## src/rtl/uart_regbank_pkg.sv

```systemverilog
// Shared constants for the serial controller register bank.
// Assumes a byte-wide host bus and eight locations.
package uart_regbank_pkg;
    // Location numbers; their order is what the host software decodes.
    localparam logic [2:0] LOC_DATA  = 3'd0;
    localparam logic [2:0] LOC_IEN   = 3'd1;
    localparam logic [2:0] LOC_IDFC  = 3'd2;
    localparam logic [2:0] LOC_LINE  = 3'd3;
    localparam logic [2:0] LOC_MODEM = 3'd4;
    localparam logic [2:0] LOC_LSTAT = 3'd5;
    localparam logic [2:0] LOC_MSTAT = 3'd6;
    localparam logic [2:0] LOC_SCR   = 3'd7;

    // Bit of the line control byte that selects the divisor bank.
    localparam int BANK_BIT = 7;

    // Index of each stored byte in the storage array.
    localparam int ST_DIVLO = 0;
    localparam int ST_DIVHI = 1;
    localparam int ST_IEN   = 2;
    localparam int ST_FIFO  = 3;
    localparam int ST_LINE  = 4;
    localparam int ST_MODEM = 5;
    localparam int ST_SCR   = 6;
    localparam int NSTORE   = 7;
endpackage

```

## src/rtl/uart_regbank_decode.sv

```systemverilog
// Access decoder: turns host strobes, chip selects, address and bank bit
// into per-register write enables and data-path requests.
// Assumes strobes are sampled once per clock; purely combinational.
module uart_regbank_decode
    import uart_regbank_pkg::*;
(
    input  logic [2:0]        addr,
    input  logic              rd,
    input  logic              wr,
    input  logic              cs0_n,
    input  logic              cs1_n,
    input  logic              bank,
    output logic [NSTORE-1:0] wen,
    output logic              rd_go,
    output logic              pop_req,
    output logic              push_req
);
    logic selected;
    logic wr_go;

    // Chip is selected when either active-low select is driven low.
    always_comb begin
        selected = !(cs0_n && cs1_n);
        wr_go    = wr && selected;
        rd_go    = rd && selected;
    end

    // Per-location write enables and data-path requests.
    always_comb begin
        wen            = '0;
        wen[ST_DIVLO]  = wr_go && (addr == LOC_DATA) && bank;
        wen[ST_DIVHI]  = wr_go && (addr == LOC_IEN)  && bank;
        wen[ST_IEN]    = wr_go && (addr == LOC_IEN)  && !bank;
        wen[ST_FIFO]   = wr_go && (addr == LOC_IDFC);
        wen[ST_LINE]   = wr_go && (addr == LOC_LINE);
        wen[ST_MODEM]  = wr_go && (addr == LOC_MODEM);
        wen[ST_SCR]    = wr_go && (addr == LOC_SCR);
        push_req       = wr_go && (addr == LOC_DATA) && !bank;
        pop_req        = rd_go && (addr == LOC_DATA) && !bank;
    end
endmodule

```

## src/rtl/uart_regbank_store.sv

```systemverilog
// Storage for the host-writable bytes, one register per enable.
// Assumes at most one enable per cycle from the decoder.
module uart_regbank_store
    import uart_regbank_pkg::*;
#(
    parameter int DATA_W = 8
) (
    input  logic                           clk,
    input  logic                           rst_n,
    input  logic [NSTORE-1:0]              wen,
    input  logic [DATA_W-1:0]              wdata,
    output logic [NSTORE-1:0][DATA_W-1:0]  q
);
    for (genvar i = 0; i < NSTORE; i++) begin : g_byte
        // Load this byte on its enable, clear on reset.
        always_ff @(posedge clk) begin
            if (!rst_n)
                q[i] <= '0;
            else if (wen[i])
                q[i] <= wdata;
        end
    end
endmodule

```

## src/rtl/uart_regbank_rdmux.sv

```systemverilog
// Registered read multiplexer: selects the byte for a location and bank
// and holds it on the read bus until the next selected read.
// Assumes stored bytes and status inputs are stable at the sampling edge.
module uart_regbank_rdmux
    import uart_regbank_pkg::*;
#(
    parameter int DATA_W = 8
) (
    input  logic                           clk,
    input  logic                           rst_n,
    input  logic                           rd_go,
    input  logic [2:0]                     addr,
    input  logic                           bank,
    input  logic [NSTORE-1:0][DATA_W-1:0]  q,
    input  logic [DATA_W-1:0]              rx_data,
    input  logic [DATA_W-1:0]              line_status,
    input  logic [DATA_W-1:0]              modem_status,
    input  logic [DATA_W-1:0]              int_ident,
    output logic [DATA_W-1:0]              rdata
);
    logic [DATA_W-1:0] pick;

    // Choose the byte the host sees for this location and bank.
    always_comb begin
        unique case (addr)
            LOC_DATA:  pick = bank ? q[ST_DIVLO] : rx_data;
            LOC_IEN:   pick = bank ? q[ST_DIVHI] : q[ST_IEN];
            LOC_IDFC:  pick = int_ident;
            LOC_LINE:  pick = q[ST_LINE];
            LOC_MODEM: pick = q[ST_MODEM];
            LOC_LSTAT: pick = line_status;
            LOC_MSTAT: pick = modem_status;
            default:   pick = q[ST_SCR];
        endcase
    end

    // Capture the picked byte on a selected read, otherwise hold.
    always_ff @(posedge clk) begin
        if (!rst_n)
            rdata <= '0;
        else if (rd_go)
            rdata <= pick;
    end
endmodule

```

## src/rtl/uart_regbank.sv

```systemverilog
// Host register bank of a 16550-class serial controller. Decodes banked
// locations, stores control bytes, registers the read bus and issues
// one-cycle pop/push pulses to the receive and transmit paths.
// Assumes a synchronous host bus sampled on the rising clock edge.
module uart_regbank
    import uart_regbank_pkg::*;
#(
    parameter int DATA_W = 8
) (
    input  logic                  clk,
    input  logic                  rst_n,
    input  logic                  cs0_n,
    input  logic                  cs1_n,
    input  logic [2:0]            addr,
    input  logic                  rd,
    input  logic                  wr,
    input  logic [DATA_W-1:0]     wdata,
    output logic [DATA_W-1:0]     rdata,
    input  logic [DATA_W-1:0]     rx_data,
    input  logic [DATA_W-1:0]     line_status,
    input  logic [DATA_W-1:0]     modem_status,
    input  logic [DATA_W-1:0]     int_ident,
    output logic                  rx_pop,
    output logic                  tx_push,
    output logic [DATA_W-1:0]     tx_data,
    output logic [2*DATA_W-1:0]   divisor,
    output logic [DATA_W-1:0]     line_ctrl,
    output logic [DATA_W-1:0]     modem_ctrl,
    output logic [DATA_W-1:0]     int_enable,
    output logic [DATA_W-1:0]     fifo_ctrl
);
    logic [NSTORE-1:0]             wen;
    logic [NSTORE-1:0][DATA_W-1:0] q;
    logic                          rd_go;
    logic                          pop_req;
    logic                          push_req;
    logic                          bank;

    assign bank = q[ST_LINE][BANK_BIT];

    uart_regbank_decode u_decode (
        .addr     (addr),
        .rd       (rd),
        .wr       (wr),
        .cs0_n    (cs0_n),
        .cs1_n    (cs1_n),
        .bank     (bank),
        .wen      (wen),
        .rd_go    (rd_go),
        .pop_req  (pop_req),
        .push_req (push_req)
    );

    uart_regbank_store #(.DATA_W(DATA_W)) u_store (
        .clk   (clk),
        .rst_n (rst_n),
        .wen   (wen),
        .wdata (wdata),
        .q     (q)
    );

    uart_regbank_rdmux #(.DATA_W(DATA_W)) u_rdmux (
        .clk          (clk),
        .rst_n        (rst_n),
        .rd_go        (rd_go),
        .addr         (addr),
        .bank         (bank),
        .q            (q),
        .rx_data      (rx_data),
        .line_status  (line_status),
        .modem_status (modem_status),
        .int_ident    (int_ident),
        .rdata        (rdata)
    );

    // Register the data-path pulses and the byte offered for transmit.
    always_ff @(posedge clk) begin
        if (!rst_n) begin
            rx_pop  <= 1'b0;
            tx_push <= 1'b0;
            tx_data <= '0;
        end else begin
            rx_pop  <= pop_req;
            tx_push <= push_req;
            if (push_req)
                tx_data <= wdata;
        end
    end

    // Present stored bytes on the control outputs.
    always_comb begin
        divisor    = {q[ST_DIVHI], q[ST_DIVLO]};
        line_ctrl  = q[ST_LINE];
        modem_ctrl = q[ST_MODEM];
        int_enable = q[ST_IEN];
        fifo_ctrl  = q[ST_FIFO];
    end
endmodule

```

## config.mk

```make
export PLATFORM = sky130hd
export DESIGN_NAME = uart_regbank
export DESIGN_NICKNAME = d
export VERILOG_FILES = /design/src/rtl/uart_regbank_pkg.sv /design/src/rtl/uart_regbank_decode.sv /design/src/rtl/uart_regbank_store.sv /design/src/rtl/uart_regbank_rdmux.sv /design/src/rtl/uart_regbank.sv
export SDC_FILE = /design/constraint.sdc
export NUM_CORES = 1
export LEC_CHECK = 0
export CAP_MARGIN = 20
export CORE_ASPECT_RATIO = 1.1
export CORE_UTILIZATION = 45
export DETAILED_ROUTE_END_ITERATION = 8
export PLACE_DENSITY = 0.75
export SLEW_MARGIN = 10
export SYNTH_ARGS = -nofsm -noshare
export SYNTH_HDL_FRONTEND = slang
export SYNTH_SLANG_ARGS = --single-unit
```

## constraint.sdc

```tcl
create_clock -name clk -period 1.91 [get_ports clk]
set_input_delay 0.2865 -clock clk [delete_from_list [all_inputs] [get_ports clk]]
set_output_delay 0.2865 -clock clk [all_outputs]
set_load 0.005 [all_outputs]
```

==> results.tsv <==
metric	value	unit
synthArstFlopShare	0	
yosysSeqAreaShare	0.3839	
yosysTopAreaCell	dfxtp_1	
power_density	687.5	mW/mm2
vias	3421	
r2r_setup_slack	0.41	ns
synth_cells	448	
numCtsBuffers	9	
clock-sinks	74	
syn_nets	497	
slew_violations	0	
hold_viol	0	
die_h	99.12	um
cts_tree	yes	
die_x	90.29	um
layout-drive-gt1-share	0.1272	
synthesis.area	0.003859	mm2
yosys_warnings	0	
dr.pass1.iters	5	
ir_worst_vdd	0.3200	mV
ant_nets	0	
rr_worst_depth	5	
cts-root-buf	clkbuf_8	
drc_errors	0	
r2r_start	u_store.q[39]	
crit_type	flip-flop to output pin	
synth_cell_types	37	
slew_headroom	0.5785	
insertion_delay	0.36	ns
antenna_cells	0	
postCtsSetupRepairBufs	0	
rows	35	
fin_nets	563	
worstPathArrival	1.45	ns
cts.repair.resized	0	
synth_edf_count	0	
hpwl	7.810	mm
synth_flop_cell	dfxtp_1	
start_util	0.4613	
path_max_fanout	13	
vias_per_cell	5.430	
fin_util	0.6031	
yosys.area.top_type_share	0.3839	
cts.path.max_buffers	2	
die_area	0.008950	mm2
io_pins	115	
grt_max_degree	50	
worst_slew_pin_slew	0.6299	ns
cp.required	1.62	ns
r2r-end	u_rdmux.rdata[0]	
coreArea	0.008364	mm2
synthToLayoutAreaGrowth	30.74	%
postCtsHoldBufs	0	
min_path_cells	2	
clock-skew-final	0.01366	ns
syn_area_per_cell	8.613	um2
port_buffers	114	
gp_congestion	0.9005	
max_freq	0.5770	GHz
wl	10.91	mm
drv_cap	0	
synthTopCellsByArea	dfxtp_1, mux2i_1, buf_4, nand3_1, a21oi_1	
antenna_found_initial	0	
rsz0062_at_grt	no	
placedCellCount	614	
drt_iter0_markers	154	
total_power	3.468	mW
grt_pass1_vias	3352	
synth-seq-cells	74	
status	complete, no violations	
instances_no_fill	630	
cts_htree_levels	3	
clkSlewWorstSetupHoldPaths	0.08	ns
critical_path.startpoint	u_store.q[39]	
endpoint_kind	output pin	
fin_crit	1.733	ns
leakage	1.945	nW
hold_start	u_store.q[24]	
grt_usage	0.2471	
wl_per_cell	17.32	um
hold_ws	0.4568	ns
finalCritPeriodShare	0.9074	
startpoint_type	flip-flop	
grt_pass1_wl	17.12	mm
setup_viol	0	
min_to	u_store.q[24]	
grt_overflow	0	
hold_path_class	flip-flop to flip-flop	
## flip-flops by register name (all words and copies together), names as in the netlist
name and count:
tx_data 8, tx_push 1, rx_pop 1, u_rdmux.rdata 8, u_store.q 56
## where the power goes
part           total (mW)  switching, mW  leakage [nW]  internal (mW)
Combinational       0.487          0.235          1.23          0.253
Sequential           1.59         0.0216         0.598           1.57
Clock                1.39          0.640         0.114          0.747
Total                3.47          0.896          1.94           2.57
## cell usage after synthesis (2+ instances only)
master,number
mux4_2,2
dfxtp_1,74
a21o_1,5
buf_6,6
buf_2,14
mux2i_1,37
clkbuf_1,19
o2bb2ai_1,5
nand2_1,48
buf_4,49
a2bb2oi_1,5
o2111ai_1,2
mux2_2,12
a21oi_1,38
o211ai_1,7
o21ai_0,25
a31oi_1,7
nor2_1,28
nand3_1,40
o31ai_1,3
a22o_1,2
and3_1,3
a21boi_2,2
nor3b_1,2
## metal layers
metal  vias up  GRT usage  share of wire
li1       1650          -              -
met1      1605     0.3023           0.41
met2       146     0.4328           0.50
met3        20    0.03517          0.072
met4         0     0.1104          0.021
met5         -          0              0
## cell type report
type	count	area, um2
clock buffer	9	123.9
clock inverter	7	100.1
fill	710	3319
inverter	1	3.754
multi-input combinational	284	1793
sequential	74	1481
tap	111	138.9
timing repair buffer	144	1404
## worst max path at each step
stage / cells after the start / slack [ns] / endpoint
after floorplan: 5 / 0.48 / u_rdmux.rdata[7]
after global placement: 7 / -0.10 / u_store.q[25]
after detailed placement: 7 / -0.15 / u_store.q[28]
after CTS: 2 / 0.17 / line_ctrl[7]
after global routing: 7 / 0.05 / u_store.q[31]
final: 2 / 0.18 / line_ctrl[7]
## placed cells by master (no fill, tap or decap), types with 2 or more instances in the layout
cell type          n
dfxtp_1           74
mux2_2            12
a21o_1             5
buf_4             27
bufinv_16          2
buf_12             3
a22o_1             2
a21oi_1           38
and3_1             3
o31ai_1            3
a31oi_1            7
o2111ai_1          2
a21boi_2           2
mux2i_1           37
mux4_2             2
o211ai_1           7
o21ai_0           25
o2bb2ai_1          5
clkbuf_8           9
nand3_1           40
clkdlybuf4s50_1  114
nand2_1           48
nor3b_1            2
clkinv_4           2
a2bb2oi_1          5
inv_6              2
nor2_1            28
## metrics by stage
step / area (um2) / setup TNS [ns] / worst slack, ns
after floorplan: 3859 / 0 / 0.4837
after global placement: 4821 / -0.8266 / -0.1007
after detailed placement: 4821 / -1.345 / -0.1480
after CTS: 5045 / 0 / 0.1699
after global routing: 5045 / 0 / 0.05357
final: 5045 / 0 / 0.1768
## cell families (layout without fill, tap and decap cells)
kind of cell	count (synthesis)	after routing	share of synthesized area
flops	74	74	0.3839
simple gates	130	130	0.1586
mux	51	51	0.1427
compound gates	103	103	0.1634
buf+inv	90	161	0.1514
## worst max-delay path: stages, from the launching register on
cell and delay [ns]:
dfxtp_1 0.33, buf_4 0.23, clkdlybuf4s50_1 0.54
Note: power is estimated with default switching activity, not from simulation.
